$ cat src/rtl/ucs_pkg.sv
package ucs_pkg;

  localparam int OPC_W = 6;
  localparam int UA_W  = 4;

  localparam logic [OPC_W-1:0] OPC_NOP = 6'h00;
  localparam logic [OPC_W-1:0] OPC_ADD = 6'h01;

  typedef enum logic [UA_W-1:0] {
    UA_F0   = 4'd0,
    UA_F1   = 4'd1,
    UA_F2   = 4'd2,
    UA_F3   = 4'd3,
    UA_DEC  = 4'd4,
    UA_EXE  = 4'd5,
    UA_WB   = 4'd6,
    UA_NOP  = 4'd7,
    UA_HALT = 4'd8
  } uaddr_e;

  // one control word: every enable that acts in a single cycle
  typedef struct packed {
    logic   ld_mar;
    logic   ld_mdr;
    logic   ld_ir;
    logic   ld_tmp;
    logic   rf_we;
    logic   ip_inc;
    logic   dispatch;
    uaddr_e next;
  } uword_t;

  // target of the opcode dispatch taken after decode
  function automatic uaddr_e dispatch_target(input logic [OPC_W-1:0] opc,
                                             input logic rsvd_clear);
    uaddr_e t;
    if (!rsvd_clear)         t = UA_HALT;
    else if (opc == OPC_ADD) t = UA_EXE;
    else if (opc == OPC_NOP) t = UA_NOP;
    else                     t = UA_HALT;
    return t;
  endfunction

endpackage

$ cat src/rtl/ucs_rom.sv
module ucs_rom
  import ucs_pkg::*;
(
  input  uaddr_e upc,
  output uword_t cw
);

  always_comb begin
    cw      = '0;
    cw.next = UA_HALT;
    case (upc)
      UA_F0: begin
        cw.ld_mar = 1'b1;
        cw.next   = UA_F1;
      end
      UA_F1: begin
        cw.next = UA_F2;       // memory sees the address this cycle
      end
      UA_F2: begin
        cw.ld_mdr = 1'b1;
        cw.next   = UA_F3;
      end
      UA_F3: begin
        cw.ld_ir = 1'b1;
        cw.next  = UA_DEC;
      end
      UA_DEC: begin
        cw.dispatch = 1'b1;
        cw.next     = UA_HALT;  // overridden by dispatch
      end
      UA_EXE: begin
        cw.ld_tmp = 1'b1;
        cw.next   = UA_WB;
      end
      UA_WB: begin
        cw.rf_we  = 1'b1;
        cw.ip_inc = 1'b1;
        cw.next   = UA_F0;
      end
      UA_NOP: begin
        cw.ip_inc = 1'b1;
        cw.next   = UA_F0;
      end
      default: begin
        cw.next = UA_HALT;
      end
    endcase
  end

endmodule

$ cat src/rtl/ucs_seq.sv
module ucs_seq
  import ucs_pkg::*;
(
  input  logic             clk,
  input  logic             rst,
  input  uword_t           cw,
  input  logic [OPC_W-1:0] opc,
  input  logic             rsvd_clear,
  output uaddr_e           upc,
  output logic             dispatch_fire
);

  uaddr_e upc_d;

  assign dispatch_fire = cw.dispatch;

  always_comb begin
    if (cw.dispatch) upc_d = dispatch_target(opc, rsvd_clear);
    else             upc_d = cw.next;
  end

  always_ff @(posedge clk) begin
    if (rst) upc <= UA_F0;
    else     upc <= upc_d;
  end

  AST_FETCH_ORDER: assert property (@(posedge clk) disable iff (rst)
    (upc == UA_F0) |=> (upc == UA_F1));

  AST_DISPATCH_ADD: assert property (@(posedge clk) disable iff (rst)
    (upc == UA_DEC && opc == OPC_ADD && rsvd_clear) |=> (upc == UA_EXE));

  AST_HALT_STICKY: assert property (@(posedge clk) disable iff (rst)
    (upc == UA_HALT) |=> (upc == UA_HALT));

endmodule

$ cat src/rtl/ucs_datapath.sv
module ucs_datapath
  import ucs_pkg::*;
#(
  parameter  int XLEN   = 32,
  parameter  int NREGS  = 8,
  localparam int RIDX_W = $clog2(NREGS)
) (
  input  logic              clk,
  input  logic              rst,
  input  uword_t            cw,
  input  logic [XLEN-1:0]   mem_rdata,
  output logic [OPC_W-1:0]  opc,
  output logic              rsvd_clear,
  output logic [XLEN-1:0]   mem_addr,
  output logic [XLEN-1:0]   ip,
  output logic              wb_en,
  output logic [RIDX_W-1:0] wb_dst,
  output logic [XLEN-1:0]   wb_data
);

  localparam int IP_STEP = XLEN / 8;
  localparam int DST_HI  = XLEN - OPC_W - 1;
  localparam int S1_HI   = DST_HI - RIDX_W;
  localparam int S2_HI   = S1_HI - RIDX_W;
  localparam int RSV_W   = XLEN - OPC_W - 3 * RIDX_W;

  function automatic logic [XLEN-1:0] f_add(input logic [XLEN-1:0] a,
                                            input logic [XLEN-1:0] b);
    return a + b;
  endfunction

  function automatic logic [XLEN-1:0] f_ip_next(input logic [XLEN-1:0] p);
    return p + XLEN'(IP_STEP);
  endfunction

  logic [XLEN-1:0]   ip_q, mar_q, mdr_q, ir_q, tmp_q;
  logic [XLEN-1:0]   rf_q [NREGS];
  logic [RIDX_W-1:0] dst_idx, s1_idx, s2_idx;

  assign opc        = ir_q[XLEN-1 -: OPC_W];
  assign dst_idx    = ir_q[DST_HI -: RIDX_W];
  assign s1_idx     = ir_q[S1_HI -: RIDX_W];
  assign s2_idx     = ir_q[S2_HI -: RIDX_W];
  assign rsvd_clear = (ir_q[RSV_W-1:0] == '0);

  assign mem_addr = mar_q;
  assign ip       = ip_q;
  assign wb_en    = cw.rf_we;
  assign wb_dst   = dst_idx;
  assign wb_data  = tmp_q;

  always_ff @(posedge clk) begin
    if (rst) begin
      ip_q  <= '0;
      mar_q <= '0;
      mdr_q <= '0;
      ir_q  <= '0;
      tmp_q <= '0;
    end else begin
      if (cw.ld_mar) mar_q <= ip_q;
      if (cw.ld_mdr) mdr_q <= mem_rdata;
      if (cw.ld_ir)  ir_q  <= mdr_q;
      if (cw.ld_tmp) tmp_q <= f_add(rf_q[s1_idx], rf_q[s2_idx]);
      if (cw.ip_inc) ip_q  <= f_ip_next(ip_q);
    end
  end

  for (genvar k = 0; k < NREGS; k++) begin : g_rf
    always_ff @(posedge clk) begin
      if (rst)                             rf_q[k] <= XLEN'(k);
      else if (cw.rf_we && dst_idx == k)   rf_q[k] <= tmp_q;
    end
  end

  AST_MAR_FROM_IP: assert property (@(posedge clk) disable iff (rst)
    cw.ld_mar |=> (mar_q == $past(ip_q)));

  AST_IP_STEP: assert property (@(posedge clk) disable iff (rst)
    !$stable(ip_q) |-> (ip_q == $past(ip_q) + XLEN'(IP_STEP)));

  AST_WB_ONLY_ADD: assert property (@(posedge clk) disable iff (rst)
    wb_en |-> (opc == OPC_ADD && rsvd_clear));

endmodule

$ cat src/rtl/ucs_top.sv
module ucs_top
  import ucs_pkg::*;
#(
  parameter  int XLEN   = 32,
  parameter  int NREGS  = 8,
  localparam int RIDX_W = $clog2(NREGS)
) (
  input  logic              clk,
  input  logic              rst,
  output logic [XLEN-1:0]   mem_addr_o,
  input  logic [XLEN-1:0]   mem_rdata_i,
  output logic [XLEN-1:0]   ip_o,
  output logic [UA_W-1:0]   upc_o,
  output logic              halted_o,
  output logic              wb_en_o,
  output logic [RIDX_W-1:0] wb_dst_o,
  output logic [XLEN-1:0]   wb_data_o
);

  uaddr_e           upc;
  uword_t           cw;
  logic [OPC_W-1:0] opc;
  logic             rsvd_clear;
  logic             dispatch_fire;
  logic             in_halt;
  logic             in_nop;

  ucs_rom u_rom (
    .upc (upc),
    .cw  (cw)
  );

  ucs_seq u_seq (
    .clk           (clk),
    .rst           (rst),
    .cw            (cw),
    .opc           (opc),
    .rsvd_clear    (rsvd_clear),
    .upc           (upc),
    .dispatch_fire (dispatch_fire)
  );

  ucs_datapath #(.XLEN(XLEN), .NREGS(NREGS)) u_dp (
    .clk        (clk),
    .rst        (rst),
    .cw         (cw),
    .mem_rdata  (mem_rdata_i),
    .opc        (opc),
    .rsvd_clear (rsvd_clear),
    .mem_addr   (mem_addr_o),
    .ip         (ip_o),
    .wb_en      (wb_en_o),
    .wb_dst     (wb_dst_o),
    .wb_data    (wb_data_o)
  );

  assign in_halt  = (upc == UA_HALT);
  assign in_nop   = (upc == UA_NOP);
  assign upc_o    = upc;
  assign halted_o = in_halt;

  AST_HALT_NO_WRITE: assert property (@(posedge clk) disable iff (rst)
    in_halt |-> !wb_en_o);

  AST_NOP_RETURNS: assert property (@(posedge clk) disable iff (rst)
    in_nop |=> (upc == UA_F0));

  AST_DISPATCH_AT_DECODE: assert property (@(posedge clk) disable iff (rst)
    dispatch_fire |-> $stable(ip_o));

endmodule

$ cat config.mk
export PLATFORM = sky130hd
export DESIGN_NAME = ucs_top
export DESIGN_NICKNAME = d
export VERILOG_FILES = /design/src/rtl/ucs_pkg.sv /design/src/rtl/ucs_rom.sv /design/src/rtl/ucs_seq.sv /design/src/rtl/ucs_datapath.sv /design/src/rtl/ucs_top.sv
export SDC_FILE = /design/constraint.sdc
export NUM_CORES = 1
export LEC_CHECK = 0
export BUFFER_PORTS_ARGS = -buffer_cell sky130_fd_sc_hd__clkbuf_2
export CORE_UTILIZATION = 40
export CTS_CLUSTER_DIAMETER = 80
export DETAILED_ROUTE_END_ITERATION = 10
export PLACE_DENSITY = 0.56
export SYNTH_ARGS = -nofsm -noshare
export SYNTH_HDL_FRONTEND = slang
export SYNTH_SLANG_ARGS = --single-unit
$ cat constraint.sdc
create_clock -name clk -period 5.55 [get_ports clk]
set_clock_uncertainty 0.05 [all_clocks]
set_input_delay 1.11 -clock clk [delete_from_list [all_inputs] [get_ports clk]]
set_output_delay 1.11 -clock clk [all_outputs]
set_load 0.05 [all_outputs]
==> results.py <==
metrics = {
    "synth": {
        "synth_commonest_cells": "edfxtp_1, and2_1, nand2_1, dfxtp_1, a21oi_1",
        "synth.yosys.seq_area_share_pct": 52.7,
        "synth_area_leader_cell": "edfxtp_1",
        "yosysMostFrequentCell": "edfxtp_1",
        "ys_async_sr_fraction_pct": 0,
        "synth_seq_cells": 422,
        "syn_area_per_cell_sq_um": 11.9,
        "synthTopCellsByArea": "edfxtp_1, dfxtp_1, mux4_2",
        "synth-edff-count": 256,
        "ys.flop_type": "edfxtp_1",
        "yosys.area.top_type_share_pct": 36.8,
        "ys_types": 67,
        "syn_area_sq_um": 20900,
        "synthCells": 1752,
        "synth_warnings": 0,
    },
    "pwr": {
        "leakage_nw": 8.57,
        "finalPower_mw": 7.49,
        "power_density_nw_per_um2": 311,
        "vdd_drop_max_uv": 214,
    },
    "route": {
        "drt_wl_total_um": 56200,
        "wl_per_cell_um": 21.9,
        "dr.first_iter.drc_count": 939,
        "via_count": 14161,
        "ant_nets": 0,
        "first_pass_iters": 5,
        "viasPerCell": 5.51,
        "drc": 0,
    },
    "clock_tree": {
        "ctsHoldBuffers": 0,
        "postCtsSetupBuffers": 0,
        "cts_made_buffers": 49,
        "clk_pin_slew_ps": 60,
        "clock_sinks": 422,
        "cts_tree": "done",
        "cts_buffer_depth": 3,
        "htreeDepth": 2,
        "root_buffer": "clkbuf_16",
        "cts_resized": 0,
        "clkLatencyLatePin_ps": 600,
    },
    "run_status": {
        "outcome": "completed",
    },
    "global_route": {
        "gr-total-overflow": 0,
        "grt_max_degree": 99,
        "grtUsageMet2_pct": 35.5,
        "grtUsageTotal_pct": 21.5,
        "antenna_found_initial": 2,
        "busiest_layer": "met2",
        "grt_first_pass_wirelength_um": 86600,
        "grt_use_met3_pct": 3.63,
        "gr-usage-met1_pct": 29.0,
        "grt_pass1_vias": 14308,
    },
    "place": {
        "place_inst": 2480,
        "gp_congestion": 0.842,
        "io_buffers": 134,
        "hpwl_um": 33500,
    },
    "setup_path": {
        "worstPathArrival_ps": 4820,
        "path_class": "reg2reg",
        "worst_setup_path_start_kind": "register",
        "crit_required_ps": 6020,
        "worst-path-max-fanout": 36,
        "cp-end-kind": "register",
    },
    "layout": {
        "multi_input_area_sq_um": 9460,
        "seq_area_sq_um": 11000,
        "area_growth_pct": 15.2,
        "nets": 1918,
        "layout.cells.non_filler": 2571,
        "finish.utilization_pct": 46.7,
        "drive_above_1_share_pct": 25.0,
        "fillers": 4791,
    },
    "timing": {
        "fin_setup_tns_ps": 0,
        "finalMaxSlewViolations": 0,
        "whs_ps": 400,
        "max_slew_margin_pct": 22.4,
        "fmax_ghz": 0.230,
        "fin_crit_sh_pct": 78.3,
        "finalHoldViolations": 0,
        "period_needed_ps": 4340,
        "worst_pin_slew_ps": 1160,
        "setup_violations": 0,
        "rsz0062_at_grt": "no",
    },
    "die": {
        "fp.dieH_um": 231,
        "core_sq_um": 51500,
        "chipWidth_um": 231,
        "io_pins": 139,
        "die_area_sq_um": 53200,
        "start_util_pct": 40.6,
        "rows": 83,
    },
    "run": {
        "cap_violations": 0,
    },
    "min_path": {
        "hp-class": "reg2reg",
    },
}
area by class of cell:
type | instances | area share [%]
clock inverter | 25 | 1.37
timing repair buffer | 167 | 3.89
multi-input combinational | 1194 | 39.3
inverter | 17 | 0.265
tap | 680 | 3.53
sequential | 422 | 45.8
antenna | 1 | 0.0104
clock buffer | 65 | 5.83
cells by family after synthesis:
logic type | Yosys count | synth area share [%]
simple gates | 684 | 16.7
flops | 422 | 52.7
compound gates | 235 | 6.67
mux | 193 | 17.3
buf+inv | 139 | 2.74
xor+xnor | 45 | 1.89
fa+ha+maj | 33 | 2.01
other cells | 1 | 0.0179
stage by stage:
stage | setup slack, ps | cell area, sq um
2_1_floorplan | 1450 | 20900
3_3_place_gp | 1420 | 22300
3_5_place_dp | 1270 | 22300
4_1_cts | 1250 | 24100
5_1_grt | 1010 | 24100
6_report | 1210 | 24100
where the power goes:
group | switching, mW | internal (mW) | leakage [nW]
logic | 0.381 | 0.200 | 3.78
clock network | 1.32 | 2.10 | 0.841
registers | 0.0770 | 3.41 | 3.94
total | 1.78 | 5.71 | 8.57
worst max-delay path, cell delays in order (launching register included):
cell and delay, ps:
dfxtp_4 850, buf_4 350, mux4_2 510, mux2_2 280
ha_1 340, a21oi_1 390, o31ai_1 120, o21ai_0 320
nand2_1 110, nor2_2 200, o21ai_1 140, or3_1 340
a31oi_1 190
state kept, by name, summed over array words and instances (netlist names), named ones only:
register	flops
u_dp.mdr_q	32
u_dp.mem_addr	30
u_dp.wb_data	32
u_dp.ir_q	32
u_seq.upc	4
u_dp.ip	30
u_dp.rf_q	256
layout by cell type, fill, tap and decap left out, types with 6 or more instances in the layout:
| master | instances |
|---|---|
| a21o_1 | 6 |
| a21oi_1 | 142 |
| and2_1 | 251 |
| and3_1 | 7 |
| buf_4 | 32 |
| bufinv_16 | 7 |
| clkbuf_1 | 6 |
| clkbuf_16 | 51 |
| clkbuf_2 | 133 |
| clkbuf_8 | 7 |
| clkinv_1 | 6 |
| dfxtp_1 | 160 |
| edfxtp_1 | 256 |
| ha_1 | 32 |
| inv_1 | 16 |
| mux2_2 | 60 |
| mux4_2 | 128 |
| nand2_1 | 250 |
| nand2b_1 | 10 |
| nand3_1 | 30 |
| nand3b_1 | 11 |
| nand4_1 | 6 |
| nor2_1 | 50 |
| nor2_2 | 6 |
| nor3_1 | 15 |
| nor3_2 | 6 |
| o21a_1 | 6 |
| o21ai_0 | 14 |
| o21ai_1 | 11 |
| o21bai_1 | 6 |
| o21bai_4 | 8 |
| or3_1 | 19 |
| xnor2_1 | 21 |
| xor2_1 | 24 |
path summary, 6_finish.rpt:
path                            slack, ps          endpoint          start  cells past startpoint
worst max-delay path                 1210  u_dp.wb_data[29]       register                     12
worst min-delay path                  400      u_dp.ir_q[8]  u_dp.mdr_q[8]                      2
worst max register to register       1210  u_dp.wb_data[29]       register                     12
worst min register to register        400      u_dp.ir_q[8]  u_dp.mdr_q[8]                      2
per-layer routing:
metal / wire (um) / vias to the layer above
met4: 1180 / 0
met1: 24600 / 7084
li1: - / 6558
met2: 27000 / 429
met3: 3410 / 90
met5: 0 / -
Power figures use the tool's default switching activity.
